**src/rtl/brg_pkg.sv**
```systemverilog
package brg_pkg;

  typedef enum logic [1:0] {
    SRC_DIV1  = 2'b00,
    SRC_DIV8  = 2'b01,
    SRC_DIV32 = 2'b10,
    SRC_EXT   = 2'b11
  } brg_src_e;

endpackage

```
**src/rtl/brg_prescale.sv**
```systemverilog
module brg_prescale
  import brg_pkg::*;
#(
  parameter int MID_LOG2    = 3,
  parameter int SLOW_LOG2   = 5,
  parameter int SYNC_STAGES = 2
) (
  input  logic     clk,
  input  logic     rst_n,
  input  logic     run,
  input  logic     restart,
  input  brg_src_e src,
  input  logic     ext_clk,
  output logic     src_pulse
);

  localparam int EDGE_W = SYNC_STAGES + 1;

  logic [SLOW_LOG2-1:0] pre_cnt_q, pre_cnt_d;
  logic [EDGE_W-1:0]    ext_q, ext_d;
  logic                 ext_rise;
  logic                 sel_pulse;

  // free-running prescale counter, cleared on restart or while idle
  always_comb begin
    if (restart || !run) pre_cnt_d = '0;
    else                 pre_cnt_d = pre_cnt_q + 1'b1;
  end

  always_ff @(posedge clk or negedge rst_n) begin
    if (!rst_n) pre_cnt_q <= '0;
    else        pre_cnt_q <= pre_cnt_d;
  end

  // synchronizer chain plus one stage for edge detection
  generate
    for (genvar i = 0; i < EDGE_W; i++) begin : g_sync
      if (i == 0) begin : g_first
        assign ext_d[i] = ext_clk;
      end else begin : g_next
        assign ext_d[i] = ext_q[i-1];
      end
    end
  endgenerate

  always_ff @(posedge clk or negedge rst_n) begin
    if (!rst_n) ext_q <= '0;
    else        ext_q <= ext_d;
  end

  assign ext_rise = ext_q[SYNC_STAGES-1] & ~ext_q[SYNC_STAGES];

  always_comb begin
    case (src)
      SRC_DIV1:  sel_pulse = 1'b1;
      SRC_DIV8:  sel_pulse = &pre_cnt_q[MID_LOG2-1:0];
      SRC_DIV32: sel_pulse = &pre_cnt_q;
      SRC_EXT:   sel_pulse = ext_rise;
      default:   sel_pulse = 1'b0;
    endcase
  end

  assign src_pulse = run & ~restart & sel_pulse;

endmodule

```
**src/rtl/brg_reload.sv**
```systemverilog
module brg_reload #(
  parameter int DIV_W = 8
) (
  input  logic             clk,
  input  logic             rst_n,
  input  logic             run,
  input  logic             restart,
  input  logic [DIV_W-1:0] load_val,
  input  logic             src_pulse,
  output logic             ovs_strobe,
  output logic [DIV_W-1:0] cnt_o
);

  logic [DIV_W-1:0] cnt_q, cnt_d;
  logic             at_zero;

  assign at_zero = (cnt_q == '0);

  always_comb begin
    cnt_d = cnt_q;
    if (restart || !run) begin
      cnt_d = load_val;
    end else if (src_pulse) begin
      if (at_zero) cnt_d = load_val;
      else         cnt_d = cnt_q - 1'b1;
    end
  end

  always_ff @(posedge clk or negedge rst_n) begin
    if (!rst_n) cnt_q <= '0;
    else        cnt_q <= cnt_d;
  end

  assign ovs_strobe = src_pulse & at_zero;
  assign cnt_o      = cnt_q;

endmodule

```
**src/rtl/brg_oversample.sv**
```systemverilog
module brg_oversample #(
  parameter int OVS_LOG2 = 4
) (
  input  logic clk,
  input  logic rst_n,
  input  logic clr,
  input  logic ovs_strobe,
  output logic bit_strobe
);

  logic [OVS_LOG2-1:0] phase_q, phase_d;

  always_comb begin
    phase_d = phase_q;
    if (clr)             phase_d = '0;
    else if (ovs_strobe) phase_d = phase_q + 1'b1;
  end

  always_ff @(posedge clk or negedge rst_n) begin
    if (!rst_n) phase_q <= '0;
    else        phase_q <= phase_d;
  end

  assign bit_strobe = ovs_strobe & (&phase_q);

endmodule

```
**src/rtl/baud_tick_gen.sv**
```systemverilog
module baud_tick_gen
  import brg_pkg::*;
#(
  parameter int DIV_W       = 8,
  parameter int MID_LOG2    = 3,
  parameter int SLOW_LOG2   = 5,
  parameter int OVS_LOG2    = 4,
  parameter int SYNC_STAGES = 2,
  parameter int RST_STAGES  = 2
) (
  input  logic             clk,
  input  logic             rst_n,
  input  logic             run_en,
  input  logic             cfg_we,
  input  logic [DIV_W-1:0] cfg_div,
  input  logic [1:0]       cfg_src,
  input  logic             ext_clk,
  output logic             tick16,
  output logic             tick1
);

  logic [RST_STAGES-1:0] rst_sync_q;
  logic                  rst_int_n;
  logic [DIV_W-1:0]      div_q, div_d;
  brg_src_e              src_q, src_d;
  logic                  src_pulse;
  logic                  ovs_c, bit_c;
  logic [DIV_W-1:0]      reload_cnt;
  logic                  tick16_q, tick1_q;

  // asynchronous assert, synchronous release
  always_ff @(posedge clk or negedge rst_n) begin
    if (!rst_n) rst_sync_q <= '0;
    else        rst_sync_q <= {rst_sync_q[RST_STAGES-2:0], 1'b1};
  end
  assign rst_int_n = rst_sync_q[RST_STAGES-1];

  // configuration registers
  always_comb begin
    div_d = div_q;
    src_d = src_q;
    if (cfg_we) begin
      div_d = cfg_div;
      src_d = brg_src_e'(cfg_src);
    end
  end

  always_ff @(posedge clk or negedge rst_int_n) begin
    if (!rst_int_n) begin
      div_q <= '0;
      src_q <= SRC_DIV1;
    end else begin
      div_q <= div_d;
      src_q <= src_d;
    end
  end

  brg_prescale #(
    .MID_LOG2   (MID_LOG2),
    .SLOW_LOG2  (SLOW_LOG2),
    .SYNC_STAGES(SYNC_STAGES)
  ) u_pre (
    .clk      (clk),
    .rst_n    (rst_int_n),
    .run      (run_en),
    .restart  (cfg_we),
    .src      (src_q),
    .ext_clk  (ext_clk),
    .src_pulse(src_pulse)
  );

  brg_reload #(
    .DIV_W(DIV_W)
  ) u_reload (
    .clk       (clk),
    .rst_n     (rst_int_n),
    .run       (run_en),
    .restart   (cfg_we),
    .load_val  (div_d),
    .src_pulse (src_pulse),
    .ovs_strobe(ovs_c),
    .cnt_o     (reload_cnt)
  );

  brg_oversample #(
    .OVS_LOG2(OVS_LOG2)
  ) u_ovs (
    .clk       (clk),
    .rst_n     (rst_int_n),
    .clr       (cfg_we | ~run_en),
    .ovs_strobe(ovs_c),
    .bit_strobe(bit_c)
  );

  // registered strobes
  always_ff @(posedge clk or negedge rst_int_n) begin
    if (!rst_int_n) begin
      tick16_q <= 1'b0;
      tick1_q  <= 1'b0;
    end else begin
      tick16_q <= ovs_c;
      tick1_q  <= bit_c;
    end
  end

  assign tick16 = tick16_q;
  assign tick1  = tick1_q;

endmodule

```
**config.mk**
```make
export PLATFORM = sky130hd
export DESIGN_NAME = baud_tick_gen
export DESIGN_NICKNAME = d
export VERILOG_FILES = /design/src/rtl/brg_pkg.sv /design/src/rtl/brg_prescale.sv /design/src/rtl/brg_reload.sv /design/src/rtl/brg_oversample.sv /design/src/rtl/baud_tick_gen.sv
export SDC_FILE = /design/constraint.sdc
export NUM_CORES = 1
export LEC_CHECK = 0
export BUFFER_PORTS_ARGS = -buffer_cell sky130_fd_sc_hd__buf_4
export CORE_MARGIN = 1
export CORE_UTILIZATION = 30
export CTS_CLUSTER_DIAMETER = 120
export DETAILED_ROUTE_END_ITERATION = 10
export PLACE_DENSITY = 0.56
export SYNTH_ARGS = -nofsm -noshare
export SYNTH_HDL_FRONTEND = slang
export SYNTH_SLANG_ARGS = --single-unit
```
**constraint.sdc**
```tcl
create_clock -name clk -period 2.3 [get_ports clk]
set_input_delay 0.46 -clock clk [delete_from_list [all_inputs] [get_ports clk]]
set_output_delay 0.46 -clock clk [all_outputs]
set_load 0.005 [all_outputs]
```
==> results.py <==
metrics = {
    "outcome": {
        "status": "completed",
    },
    "worst_setup_path": {
        "cp.required_ps": 2470,
        "crit_path_start": "u_reload.cnt_o[0]",
        "cp_top_family": "compound AO/OA/AOI/OAI gates",
        "crit_buf_inv": 1,
        "slowest_stage": "or3b_2",
        "cp_max_fo": 10,
        "rr_worst_depth": 6,
        "worst_r2r_startpoint": "u_reload.cnt_o[0]",
        "crit_path_cell_trace": "inv_1, ha_1, or3b_2, o21a_1, o21ai_2, o2bb2a_1",
        "crit_type": "flip-flop to flip-flop",
        "cpPeakStageDelay_ps": 520,
        "regToRegEndpoint": "u_reload.cnt_o[6]",
        "rrSetupSlack_ps": 130,
        "cp-end-kind": "flip-flop",
        "worst_ep_arrival_time_ps": 2340,
        "cp-start-kind": "flip-flop",
    },
    "global_route": {
        "grt_pass1_wl_mm": 5.202,
        "gr-total-overflow": 0,
        "track_usage": 0.1243,
        "antenna_found_initial": 0,
        "grt_max_degree": 28,
        "grt_pass1_vias": 1093,
    },
    "floorplan": {
        "die_area_um2": 5673,
        "rows": 26,
        "ios": 17,
        "floorplan.initialDensity": 0.3138,
        "core_area_um2": 5140,
        "dieWidth_um": 75.32,
        "fp.dieH_um": 75.32,
    },
    "power_and_ir_drop": {
        "p_clk_frac": 0.336,
        "switching_share": 0.2731,
        "p_switching_w": 0.0003706,
        "p_seq_frac": 0.513,
        "cell_internal_pwr_w": 0.0009866,
        "leakage_nw": 0.8708,
        "comb_power_share": 0.151,
        "ir_worst_vdd_v": 0.0002227,
        "powerDensity_nw_per_um2": 708.9,
    },
    "sta": {
        "final.setup_skew_ps": 4.224,
        "period_share": 0.9428,
        "max_slew_margin": 0.6085,
        "finalHoldViolCount": 0,
        "worstMarginPinSlew_ps": 587.2,
        "fmax_mhz": 461.2,
        "fin_tns_setup_ps": 0,
        "layout_setup_ws_ps": 131.6,
        "setup_viol_count_final": 0,
        "min_period_ps": 2168,
        "whs_ps": 87.71,
        "slew_violations": 0,
        "grt_setup_unrepaired": "false",
    },
    "synth": {
        "yosysUniqueCellTypes": 42,
        "synth_top_family_by_area": "simple AND/OR/NAND/NOR gates",
        "synth-compound-area-share": 0.1319,
        "postSynthAreaPerCell_um2": 11.69,
        "synthFlopType": "dfrtp_1",
        "synth-simple-area-share": 0.1435,
        "syn-num-nets": 159,
        "muxShareOfSynthArea": 0.1078,
        "yosysWarningCount": 0,
        "netlist_instances": 138,
        "synth_xor_xnor_area_share": 0.005431,
        "async_flop_share": 1.000,
        "post-synth-top-count-cell": "dfrtp_1",
        "synth.top_cell.area_share": 0.5275,
        "netlist_top_cells_count": "34 x dfrtp_1, 11 x mux2_2, 8 x nor2_1",
        "synth_edf_count": 0,
        "synth-seq-cells": 34,
        "yosysTopAreaCell": "dfrtp_1",
        "synth-adder-area-share": 0.04655,
        "yosysSeqAreaShare": 0.5275,
        "syn_area_um2": 1613,
        "synth.area.top_cells": "dfrtp_1 53%, mux2_2 7.7%, ha_1 4.7%, mux2i_1 3.1%, nor2_1 1.9%",
    },
    "place": {
        "place_area_um2": 1813,
        "hpwl_mm": 2.230,
        "io_buffer_count": 16,
        "pre_cts_ws_ps": 169.5,
        "gp_congestion": 0.8532,
    },
    "cells_and_area": {
        "drive_gt1_frac": 0.2750,
        "multi_input_area_um2": 705.7,
        "syn2layout_area_growth_pct": 18.70,
        "regArea_um2": 850.8,
        "diodes": 0,
        "fin_nets": 180,
        "design_area_um2": 1914,
        "fillers": 541,
    },
    "route": {
        "drc": 0,
        "vias": 1122,
        "totalWireLength_mm": 3.185,
        "post_drt_via_cell_ratio": 4.878,
        "drtIter0Drc": 72,
        "firstDrtPassIters": 4,
        "wire_per_inst_um": 13.85,
        "ant_nets": 0,
    },
    "clocking": {
        "postCtsSetupBuffers": 0,
        "htree_levels": 2,
        "clockRootBuffer": "clkbuf_8",
        "clockBufferDepth": 2,
        "path_clk_slew_ps": 70,
        "cts-buffers-inserted": 5,
        "clock_sinks": 34,
        "cts_resized": 0,
        "cts_tree": "built",
        "ctsHoldBuffers": 1,
        "worst_skew_pair.late_latency_ps": 280,
    },
    "run": {
        "cap_violations": 0,
    },
    "worst_hold_path": {
        "hp-class": "flip-flop to async pin",
    },
}
worst max path at each step:
stage                              endpoint  cells past startpoint
after detailed placement  u_reload.cnt_o[6]                      6
after global routing      u_reload.cnt_o[6]                      6
after global placement    u_reload.cnt_o[6]                      6
after floorplan           u_reload.cnt_o[4]                      7
after CTS                 u_reload.cnt_o[6]                      6
final                     u_reload.cnt_o[6]                      6
cell families (layout without fill, tap and decap cells):
logic type / count (synthesis) / in the layout
AND/OR/NAND/NOR: 40 / 40
AO/OA/AOI/OAI: 28 / 28
buffers and inverters: 12 / 34
other: 1 / 1
multiplexers: 16 / 16
XOR/XNOR: 1 / 1
adder cells (fa/ha/maj): 6 / 6
flip-flops: 34 / 34
worst register-to-register path, stage by stage, from the launching register on:
cell	delay [ps]
dfrtp_1	440
inv_1	150
ha_1	160
or3b_2	520
o21a_1	380
o21ai_2	190
o2bb2a_1	230
flip-flops by register name (all words and copies together), names as in the netlist:
name             count
u_pre.pre_cnt_q      5
u_reload.cnt_o       8
tick1                1
src_q                2
u_pre.ext_q          3
div_q                8
tick16               1
u_ovs.phase_q        4
rst_sync_q           2
cell type report:
cell class / instances / share of cell area
flip-flops and latches: 34 / 0.4444
multi-input cells: 92 / 0.3686
repair buffers: 21 / 0.08366
well taps: 70 / 0.04575
clock buffers: 7 / 0.04510
inverters: 5 / 0.009804
clock inverters: 1 / 0.002614
metal layers:
| metal | share of wire | up-vias | GRT usage |
|---|---|---|---|
| met5 | 0 | - | 0 |
| met4 | 0.010 | 0 | 0.05144 |
| met1 | 0.47 | 552 | 0.1605 |
| li1 | - | 542 | - |
| met2 | 0.47 | 22 | 0.1944 |
| met3 | 0.042 | 6 | 0.03836 |
power groups by stage:
stage	Combinational (W)	Clock (W)	Sequential, W
final	0.000205	0.000456	0.000696
after floorplan	0.000141	0	0.000697
after global placement	0.000195	0	0.000703
after detailed placement	0.000205	0	0.000704
after global routing	0.000230	0.000491	0.000704
after CTS	0.000207	0.000470	0.000695
cells in the final DEF (no fill, tap or decap), types with 5 or more instances in the layout:
master	netlist	final
dfrtp_1	34	34
buf_4	1	20
clkbuf_8	0	6
nor2_1	8	8
mux2_2	11	11
nand2_1	6	6
inv_1	5	5
ha_1	6	6
mux2i_1	5	5
per-stage QoR:
step                instances  power [W]    util
floorplan                 138  0.0008389       -
global placement          221  0.0008982  0.3527
detailed placement        221  0.0009091  0.3527
CTS                       230   0.001372  0.3724
global route              230   0.001425  0.3724
finish                    230   0.001357  0.3724
Note: power is estimated with default switching activity, not from simulation.
